$ cat src/rtl/vpx_pkg.sv
package vpx_pkg;
  localparam int VA_W    = 13;
  localparam int PG_W    = 3;
  localparam int BLK_W   = 2;
  localparam int LINE_W  = VA_W - PG_W;
  localparam int PA_W    = BLK_W + LINE_W;
  localparam int N_PAGES = 1 << PG_W;

  typedef struct packed {
    logic             present;
    logic [BLK_W-1:0] blk;
  } pte_t;

  // physical address = block number above the line offset
  function automatic logic [PA_W-1:0] form_paddr(input logic [BLK_W-1:0] b,
                                                 input logic [LINE_W-1:0] l);
    return {b, l};
  endfunction

  // power-up mapping of the table
  function automatic pte_t reset_entry(input int idx);
    pte_t e;
    e = '0;
    case (idx)
      1: e = '{present: 1'b1, blk: BLK_W'(3)};
      2: e = '{present: 1'b1, blk: BLK_W'(0)};
      5: e = '{present: 1'b1, blk: BLK_W'(1)};
      6: e = '{present: 1'b1, blk: BLK_W'(2)};
      default: e = '0;
    endcase
    return e;
  endfunction
endpackage

$ cat src/rtl/vpx_table.sv
module vpx_table
  import vpx_pkg::*;
(
  input  logic            clk,
  input  logic            rst_n,
  input  logic            wr_en,
  input  logic [PG_W-1:0] wr_page,
  input  pte_t            wr_pte,
  input  logic [PG_W-1:0] rd_page,
  output pte_t            rd_pte
);
  pte_t entry_q [N_PAGES];

  for (genvar i = 0; i < N_PAGES; i++) begin : g_entry
    always_ff @(posedge clk or negedge rst_n) begin
      if (!rst_n)
        entry_q[i] <= reset_entry(i);
      else if (wr_en && (wr_page == PG_W'(i)))
        entry_q[i] <= wr_pte;
    end
  end

  // read before write: same-edge lookup latches the old entry
  assign rd_pte = entry_q[rd_page];
endmodule

$ cat src/rtl/vpx_tbuf.sv
module vpx_tbuf
  import vpx_pkg::*;
(
  input  logic              clk,
  input  logic              rst_n,
  input  logic              accept,
  input  pte_t              rd_pte,
  input  logic [LINE_W-1:0] line_in,
  output logic              s1_vld,
  output pte_t              s1_pte,
  output logic [LINE_W-1:0] s1_line
);
  always_ff @(posedge clk or negedge rst_n) begin
    if (!rst_n) begin
      s1_vld  <= 1'b0;
      s1_pte  <= '0;
      s1_line <= '0;
    end else begin
      s1_vld <= accept;
      if (accept) begin
        s1_pte  <= rd_pte;
        s1_line <= line_in;
      end
    end
  end

  // one lookup in flight: the buffer never holds two back to back
  assert_single_flight_R7: assert property (@(posedge clk) disable iff (!rst_n)
    s1_vld |=> !s1_vld);
endmodule

$ cat src/rtl/vpx_assemble.sv
module vpx_assemble
  import vpx_pkg::*;
(
  input  logic              clk,
  input  logic              rst_n,
  input  logic              s1_vld,
  input  pte_t              s1_pte,
  input  logic [LINE_W-1:0] s1_line,
  output logic              done,
  output logic              fault,
  output logic [PA_W-1:0]   paddr
);
  always_ff @(posedge clk or negedge rst_n) begin
    if (!rst_n) begin
      done  <= 1'b0;
      fault <= 1'b0;
      paddr <= '0;
    end else begin
      done <= s1_vld;
      if (s1_vld) begin
        fault <= !s1_pte.present;
        paddr <= s1_pte.present ? form_paddr(s1_pte.blk, s1_line) : '0;
      end
    end
  end

  assert_fault_zero_addr_R5: assert property (@(posedge clk) disable iff (!rst_n)
    (done && fault) |-> (paddr == '0));

  assert_block_from_buffer_R4: assert property (@(posedge clk) disable iff (!rst_n)
    (done && !fault) |-> (paddr[PA_W-1:LINE_W] == $past(s1_pte.blk)));

  assert_result_held_R6: assert property (@(posedge clk) disable iff (!rst_n)
    !done |-> (fault == $past(fault) && paddr == $past(paddr)));
endmodule

$ cat src/rtl/vpage_xlate.sv
module vpage_xlate
  import vpx_pkg::*;
(
  input  logic             clk,
  input  logic             rst_n,
  input  logic             req_valid,
  input  logic [12:0]      req_vaddr,
  output logic             busy,
  input  logic             wr_en,
  input  logic [2:0]       wr_page,
  input  logic [1:0]       wr_block,
  input  logic             wr_present,
  output logic             xl_done,
  output logic             xl_fault,
  output logic [11:0]      xl_paddr
);
  logic              accept;
  pte_t              rd_pte;
  pte_t              wr_pte;
  logic              s1_vld;
  pte_t              s1_pte;
  logic [LINE_W-1:0] s1_line;

  assign accept = req_valid && !s1_vld;
  assign busy   = s1_vld;
  assign wr_pte = '{present: wr_present, blk: wr_block};

  vpx_table u_table (
    .clk     (clk),
    .rst_n   (rst_n),
    .wr_en   (wr_en),
    .wr_page (wr_page),
    .wr_pte  (wr_pte),
    .rd_page (req_vaddr[VA_W-1:LINE_W]),
    .rd_pte  (rd_pte)
  );

  vpx_tbuf u_tbuf (
    .clk     (clk),
    .rst_n   (rst_n),
    .accept  (accept),
    .rd_pte  (rd_pte),
    .line_in (req_vaddr[LINE_W-1:0]),
    .s1_vld  (s1_vld),
    .s1_pte  (s1_pte),
    .s1_line (s1_line)
  );

  vpx_assemble u_asm (
    .clk     (clk),
    .rst_n   (rst_n),
    .s1_vld  (s1_vld),
    .s1_pte  (s1_pte),
    .s1_line (s1_line),
    .done    (xl_done),
    .fault   (xl_fault),
    .paddr   (xl_paddr)
  );

  assert_done_follows_busy_R6: assert property (@(posedge clk) disable iff (!rst_n)
    xl_done |-> $past(busy));

  assert_line_passthrough_R3: assert property (@(posedge clk) disable iff (!rst_n)
    (xl_done && !xl_fault) |-> (xl_paddr[LINE_W-1:0] == $past(req_vaddr[LINE_W-1:0], 2)));
endmodule

$ cat config.mk
export PLATFORM = sky130hd
export DESIGN_NAME = vpage_xlate
export DESIGN_NICKNAME = d
export VERILOG_FILES = /design/src/rtl/vpx_pkg.sv /design/src/rtl/vpx_table.sv /design/src/rtl/vpx_tbuf.sv /design/src/rtl/vpx_assemble.sv /design/src/rtl/vpage_xlate.sv
export SDC_FILE = /design/constraint.sdc
export NUM_CORES = 1
export LEC_CHECK = 0
export BUFFER_PORTS_ARGS = -buffer_cell sky130_fd_sc_hd__buf_4
export CORE_MARGIN = 8
export CORE_UTILIZATION = 57
export CTS_CLUSTER_SIZE = 24
export DETAILED_ROUTE_END_ITERATION = 8
export PLACE_DENSITY = 0.81
export RECOVER_POWER = 50
export SYNTH_ARGS = -nofsm -noshare
export SYNTH_HDL_FRONTEND = slang
export SYNTH_SLANG_ARGS = --single-unit
$ cat constraint.sdc
create_clock -name clk -period 1.9 [get_ports clk]
set_clock_uncertainty 0.05 [all_clocks]
set_input_delay 0.095 -clock clk [delete_from_list [all_inputs] [get_ports clk]]
set_output_delay 0.095 -clock clk [all_outputs]
set_load 0.05 [all_outputs]
==> results of run 1 <==
## flip-flops by register name, summed over array words and instances, names as in the netlist
name / count
u_asm.done: 1
u_asm.fault: 1
u_asm.paddr: 12
u_table.entry_q: 24
u_tbuf.s1_line: 10
u_tbuf.s1_pte: 3
u_tbuf.s1_vld: 1
## how the worst max path moves through the flow
stage / startpoint / to / slack [ps] / cells after the start
2_1_floorplan: u_tbuf.s1_vld / u_tbuf.s1_line[1] / 210 / 7
3_3_place_gp: wr_page[2] / u_table.entry_q[16] / 610 / 4
3_5_place_dp: wr_page[2] / u_table.entry_q[15] / 540 / 4
4_1_cts: u_table.entry_q[20] / u_tbuf.s1_pte[2] / 560 / 3
5_1_grt: rst_n / u_table.entry_q[22] / 310 / 2
6_report: rst_n / u_table.entry_q[9] / 540 / 2
## layout make-up
type                       instances  area (µm²)
sequential                        52        1310
fill                             268         956
multi-input combinational        111         801
timing repair buffer              50         400
clock buffer                       6        72.6
tap                               48        60.1
inverter                          14        52.6
clock inverter                     2        35.0
## report_power, final
part | switching (mW) | internal, mW | total, mW
logic | 0.389 | 0.296 | 0.685
registers | 0.131 | 1.34 | 1.47
clock network | 0.341 | 0.391 | 0.732
## cells in the final DEF, fill, tap and decap left out, types with 2 or more instances in the layout
master | netlist | routed
nor3_1 | 2 | 2
dfstp_2 | 8 | 6
inv_1 | 14 | 14
nor3b_1 | 2 | 2
nand2b_1 | 2 | 2
o21ai_1 | 3 | 3
mux2_2 | 24 | 24
dfstp_1 | 0 | 2
o21ai_0 | 12 | 12
mux4_2 | 3 | 3
mux2i_1 | 13 | 13
nand2_1 | 34 | 34
dfrtp_1 | 44 | 44
nand4b_1 | 3 | 3
dlygate4sd3_1 | 0 | 11
nand3_1 | 12 | 12
buf_4 | 0 | 38
clkbuf_8 | 0 | 5
## metal layers
metal / vias to the layer above / track usage / part of all wire
met1: 732 / 0.190 / 0.42
met2: 44 / 0.249 / 0.51
met3: 6 / 0.0456 / 0.058
met4: 0 / 0.0667 / 0.011
li1: 722 / - / -
met5: - / 0 / 0
## cell families after synthesis
family          after synthesis
mux                          40
simple gates                 56
flops                        52
compound gates               15
buf+inv                      22
==> key figures, run 1 <==
Yosys
  – Top-count cell post-synth: dfrtp_1
  – Post-synth top cells: dfrtp_1, nand2_1, mux2_2
  – Most area-consuming cells after synthesis: dfrtp_1, mux2_2, dfstp_2
  – Syn_nets: 208
  – Synthesized area: 2210 µm²
  – Seq cells post-synth: 52
  – Xor/xnor cell area share of the yosys netlist: 0
  – Post-Syn Instances: 185
  – Post-synth EDFFs: 0
  – Post-Synth Simple-Gate Area: 0.117
  – Post-synthesis adder-cell area fraction: 0
  – Synth area leader: dfrtp_1
  – Compound-Gate Fraction of Synth Area: 0.0340
  – Post-synthesis sequential area ratio: 0.594
  – Mux share of post-synthesis cell area: 0.212
  – Ys Warns: 0
  – Main combinational cell family by area after synthesis: multiplexers
  – Post-synthesis async set-or-reset flop share: 1.00
  – Top_reg_cell synth: dfrtp_1
  – Avg Cell Area, Syn: 11.9 µm²
  – Yosys cell types: 18
  – Post-synth top area share: 0.499

Floorplan
  – Die outline height: 78.2 µm
  – # rows: 22
  – Die width: 78.2 µm
  – Core ar.: 3690 µm²
  – I/O pin count: 38
  – Initial core utilization: 0.598
  – Die area: 6120 µm²

Power
  – P per Cell Area: 1060 nW/µm²
  – Worst vdd ir: 586 µV
  – Total power: 2.89 mW
  – Leakage: 1.29 nW

Setup path
  – Reg2Reg Depth: 3
  – Setup CP Type: in2async
  – Worst EP required: 2080 ps
  – Worst path cell trace: dlygate4sd3_1 -> clkbuf_2
  – Origin of the critical flop-to-flop path: u_table.entry_q[17]
  – Worst Setup Start Kind: input pin
  – Crit end category: async pin
  – Crit-path max FO: 52
  – CP max-delay cell: clkbuf_2
  – CP Buf/Inv Count: 2
  – Worst path max stage delay: 910 ps
  – Worst R2R End: u_tbuf.s1_pte[2]
  – WP data arrival: 1540 ps
  – R2R Setup Slk: 560 ps
  – Family with the most delay on the worst path: buffers and inverters

Finish
  – Util after Layout: 0.741
  – Area Overhead vs Synth: 23.9%
  – Fin nets: 257
  – Diode count: 0
  – Fin area: 2730 µm²
  – Share of cells above drive strength 1: 0.336
  – Non-filler cells, final: 283

Flow run
  – Max-cap violations: 0

Clock network
  – Post-CTS setup buffers: 0
  – CTS tree: built
  – Sink Count: 52
  – CTS Buffer Depth: 2
  – # hold bufs at CTS: 11
  – Clock latency on the worst-skew pair: 310 ps
  – H-tree Lvls: 2
  – CTS Buf Count: 5
  – CTS Root Cell: clkbuf_8
  – Clock transition at the registers of the reported paths: 80 ps
  – Post-CTS resize count: 0

STA
  – Tmin final: 1360 ps
  – FMAX: 735 MHz
  – Slew margin rel.: 0.184
  – Least-Margin Pin Slew: 1220 ps
  – Final worst slack: 540 ps
  – Final setup fails: 0
  – Setup_tns: 0 ps
  – Hold Vio Cnt, Final: 0
  – Hold Slack: 43.2 ps
  – Max-slew violation count: 0
  – Crit share post-route: 0.716
  – RSZ-0062 raised after global routing: no

Placement
  – Pre-CTS setup slack: 536 ps
  – DP HPWL: 3180 µm
  – GP Congestion: 0.808
  – I/O Buffers: 37
  – Placed Instance Area: 2520 µm²
  – Cell count after placement: 264

Drt
  – Post-DRT Antenna Nets: 0
  – 1st-pass router iterations: 4
  – DRC viols: 0
  – Final WL: 4480 µm
  – DR iter-0 viols: 141
  – Routed length per instance: 15.8 µm
  – Via density per instance: 5.31
  – Via count: 1504

Global route
  – Gr ovfl total: 0
  – Initial antenna violation count: 0
  – Total GRT Usage: 0.155
  – Largest net degree at the start of global routing: 53
  – Number of global-route vias before repair: 1557
  – First-pass GRT wire length: 7560 µm

Min path
  – Min-delay src: wr_block[0]
  – Worst min path class: in2reg
  – Worst Hold End: u_table.entry_q[3]
  – Hold depth: 2

Outcome
  – Run status: finished clean
Note: power is estimated with default switching activity, not from simulation.
==> run 2: changes to the inputs <==
--- a/config.mk
+++ b/config.mk
@@ -5,12 +5,13 @@
 export SDC_FILE = /design/constraint.sdc
 export NUM_CORES = 1
 export LEC_CHECK = 0
+export ABC_AREA = 1
 export BUFFER_PORTS_ARGS = -buffer_cell sky130_fd_sc_hd__buf_4
 export CORE_MARGIN = 8
-export CORE_UTILIZATION = 57
+export CORE_UTILIZATION = 55
 export CTS_CLUSTER_SIZE = 24
 export DETAILED_ROUTE_END_ITERATION = 8
-export PLACE_DENSITY = 0.81
+export PLACE_DENSITY = 0.78
 export RECOVER_POWER = 50
 export SYNTH_ARGS = -nofsm -noshare
 export SYNTH_HDL_FRONTEND = slang
==> constraint.sdc (replaced) <==
create_clock -name clk -period 1.3 [get_ports clk]
set_clock_uncertainty 0.05 [all_clocks]
set_input_delay 0.065 -clock clk [delete_from_list [all_inputs] [get_ports clk]]
set_output_delay 0.065 -clock clk [all_outputs]
set_load 0.05 [all_outputs]
==> run 2 against run 1 <==
  * Area after synthesis grew 0.91%
  * Sequential share of layout area fell by 0.84 points
  * Hold slack got worse by 7.5 ps
  * Highest routed layer unchanged
  * Die area grew 3.6%
  * Wire length rose by 12%
  * Final cell count rose by 28%
  * Clock power is 26% higher
  * Sequential power increased by 39%
  * Combinational power up 35%
  * Register-to-register slack lost 400 ps
==> key figures, run 2 <==
Power
  – Combinational share of power: 0.237 (about the same)
  – Seq pwr share: 0.526 (+0.017)
  – P per Cell Area: 1400 nW/µm² (+33%)
  – Total power: 3.90 mW (+35%)
  – Leakage: 1.45 nW (+13%)
  – Sw Ratio: 0.325 (+0.0271)
  – Internal: 2.63 mW (+30%)
  – Worst vdd ir: 888 µV (+51%)
  – Switching power total: 1.27 mW (+47%)
  – Clock power frac: 0.237 (-0.017)

Drt
  – Final WL: 5030 µm (+12%)
  – Via density per instance: 5.05 (-5.0%)
  – Via count: 1827 (+21%)
  – DR iter-0 viols: 123 (-13%)
  – Post-DRT Antenna Nets: 0 (unchanged)
  – Routed length per instance: 13.9 µm (-12%)
  – 1st-pass router iterations: 4 (unchanged)
  – DRC viols: 0 (unchanged)

STA
  – Least-Margin Pin Slew: 549 ps (-675 ps)
  – Crit share post-route: 0.880
  – Hold Vio Cnt, Final: 0 (unchanged)
  – RSZ-0062 raised after global routing: no
  – Final setup fails: 0 (unchanged)
  – Tmin final: 1140 ps
  – Setup_tns: 0 ps (unchanged)
  – FMAX: 874 MHz
  – Slew margin rel.: 0.634 (+0.450)
  – Max-slew violation count: 0 (unchanged)

Yosys
  – Post-synth top cells: nand2_1, dfrtp_1, inv_1
  – Ys Warns: 0 (unchanged)
  – Yosys cell types: 18 (unchanged)
  – Top_reg_cell synth: dfrtp_1
  – Post-Syn Instances: 253 (+37%)
  – Top-count cell post-synth: nand2_1
  – Synth area leader: dfrtp_1
  – Syn_nets: 276 (+33%)
  – Post-synth top area share: 0.495 (-0.00449)
  – Post-synthesis sequential area ratio: 0.589 (-0.00535)
  – Post-synthesis async set-or-reset flop share: 1.00 (unchanged)
  – Synthesized area: 2230 µm² (+0.91%)
  – Post-synth EDFFs: 0 (unchanged)
  – Seq cells post-synth: 52 (unchanged)
  – Avg Cell Area, Syn: 8.80 µm² (-26%)
  – Most area-consuming cells after synthesis: dfrtp_1, nand2_1, dfstp_2

Setup path
  – Crit end category: register
  – Worst path max stage delay: 460 ps (-450 ps)
  – Worst Setup Start Kind: register
  – CP max-delay cell: dfrtp_2
  – WP data arrival: 1330 ps (-210 ps)
  – Crit-path max FO: 19 (-63%)
  – Worst EP required: 1490 ps (-590 ps)
  – Worst path cell trace: inv_2 -> nand2_4 -> inv_6 -> nand2_1 -> o21ai_0
  – Setup CP Type: reg2reg

Min path
  – Worst min path class: in2reg

Global route
  – First-pass GRT wire length: 8570 µm (+13%)
  – Number of global-route vias before repair: 1857 (+19%)
  – Largest net degree at the start of global routing: 24 (-55%)
  – Initial antenna violation count: 0 (unchanged)
  – Gr ovfl total: 0 (unchanged)
  – Total GRT Usage: 0.173 (+0.0179)

Finish
  – Largest Register: u_table.entry_q
  – Diode count: 0 (unchanged)
  – Area Overhead vs Synth: 25.1%
  – Commonest non-fill, non-tap cells in the layout: nand2_1, dfrtp_1, buf_4
  – Share of cells above drive strength 1: 0.208 (-0.128)
  – Max FFs per register: 24 (unchanged)
  – Biggest regs: u_table.entry_q (24), u_asm.paddr (12), u_tbuf.s1_line (10)
  – Fin nets: 334 (+30%)
  – Fin area: 2780 µm² (+1.9%)
  – Util after Layout: 0.706 (-0.0347)
  – Most common cell after layout, fill and taps aside: nand2_1
  – Non-filler cells, final: 362 (+28%)

Floorplan
  – # rows: 23 (+4.5%)
  – Die width: 79.6 µm (+1.8%)
  – Core ar.: 3940 µm² (+6.9%)
  – Initial core utilization: 0.565 (-0.0334)
  – Die area: 6340 µm² (+3.6%)
  – Die outline height: 79.6 µm (+1.8%)
  – I/O pin count: 38 (unchanged)

Clock network
  – CTS tree: built
  – Clock transition at the registers of the reported paths: 100 ps (+20 ps)
  – Clock latency on the worst-skew pair: 310 ps (about the same)
  – H-tree Lvls: 2 (unchanged)
  – CTS Buffer Depth: 2 (unchanged)
  – Sink Count: 52 (unchanged)
  – CTS Root Cell: clkbuf_8
  – CTS Buf Count: 5 (unchanged)
  – Post-CTS setup buffers: 0 (unchanged)

Outcome
  – Run status: finished clean

Placement
  – I/O Buffers: 37 (unchanged)
  – GP Congestion: 0.837 (+3.5%)
  – Placed Instance Area: 2570 µm² (+2.0%)
  – DP HPWL: 3580 µm (+12%)
  – Cell count after placement: 340 (+29%)

Flow run
  – Max-cap violations: 0 (unchanged)
run 2: power groups by stage:
stage	clock [mW]	sequential (mW)	combinational, mW
after floorplan	0	2.26	0.383
after global placement	0	2.07	0.877
after detailed placement	0	2.07	0.901
after CTS	0.938	2.04	0.939
after global routing	0.991	2.08	1.03
final	0.924	2.05	0.923
run 2: per-layer routing:
metal	up-vias	track usage	routed length (µm)
li1	907	-	-
met1	866	0.210	2160
met2	48	0.284	2530
met3	6	0.0462	271
met4	0	0.0704	71
met5	-	0	0
run 2: stage by stage:
stage | hold WS, ps | worst slack, ps
floorplan | -281 | 97.1
global placement | -115 | 205
detailed placement | -115 | 154
CTS | 24.8 | 122
global route | 42.9 | 35.7
finish | 35.7 | 156
run 2: final timing paths:
check                         startpoint            endpoint  slack [ps]  cells after the start
max in group asynchronous          rst_n       u_tbuf.s1_vld         330                      3
max                        u_tbuf.s1_vld   u_tbuf.s1_line[5]         160                      5
min                        req_vaddr[12]    u_tbuf.s1_pte[1]          40                      4
max reg2reg                u_tbuf.s1_vld   u_tbuf.s1_line[5]         160                      5
min in group asynchronous          rst_n  u_table.entry_q[9]          90                      2
min reg2reg                u_tbuf.s1_vld          u_asm.done         420                      0
run 2: worst max-delay path, delay by kind of cell, from the launching register on:
family,cells,cell delay [ps]
AOI/OAI and AO/OA,1,70
buffers and inverters,2,300
DFF,1,460
and+or+nand+nor,2,190
run 2: area by class of cell:
type                       instances  area, µm²
fill                             318       1160
tap                               50       62.6
timing repair buffer              55        443
sequential                        52       1310
inverter                          36        140
clock inverter                     3       21.3
multi-input combinational        161        736
clock buffer                       5       68.8
run 2: kinds of logic (layout without fill, tap and decap cells):
group           after synthesis  in the layout  synth area share
flops                        52             52             0.589
buf+inv                      40             99            0.0804
compound gates               41             41             0.104
simple gates                120            120             0.227
run 2: timing repair:
item	in CTS	in global routing
hold buffers	14	0
setup endpoints to repair	0	1
resized for setup	0	1
endpoints found under the hold margin	63	0
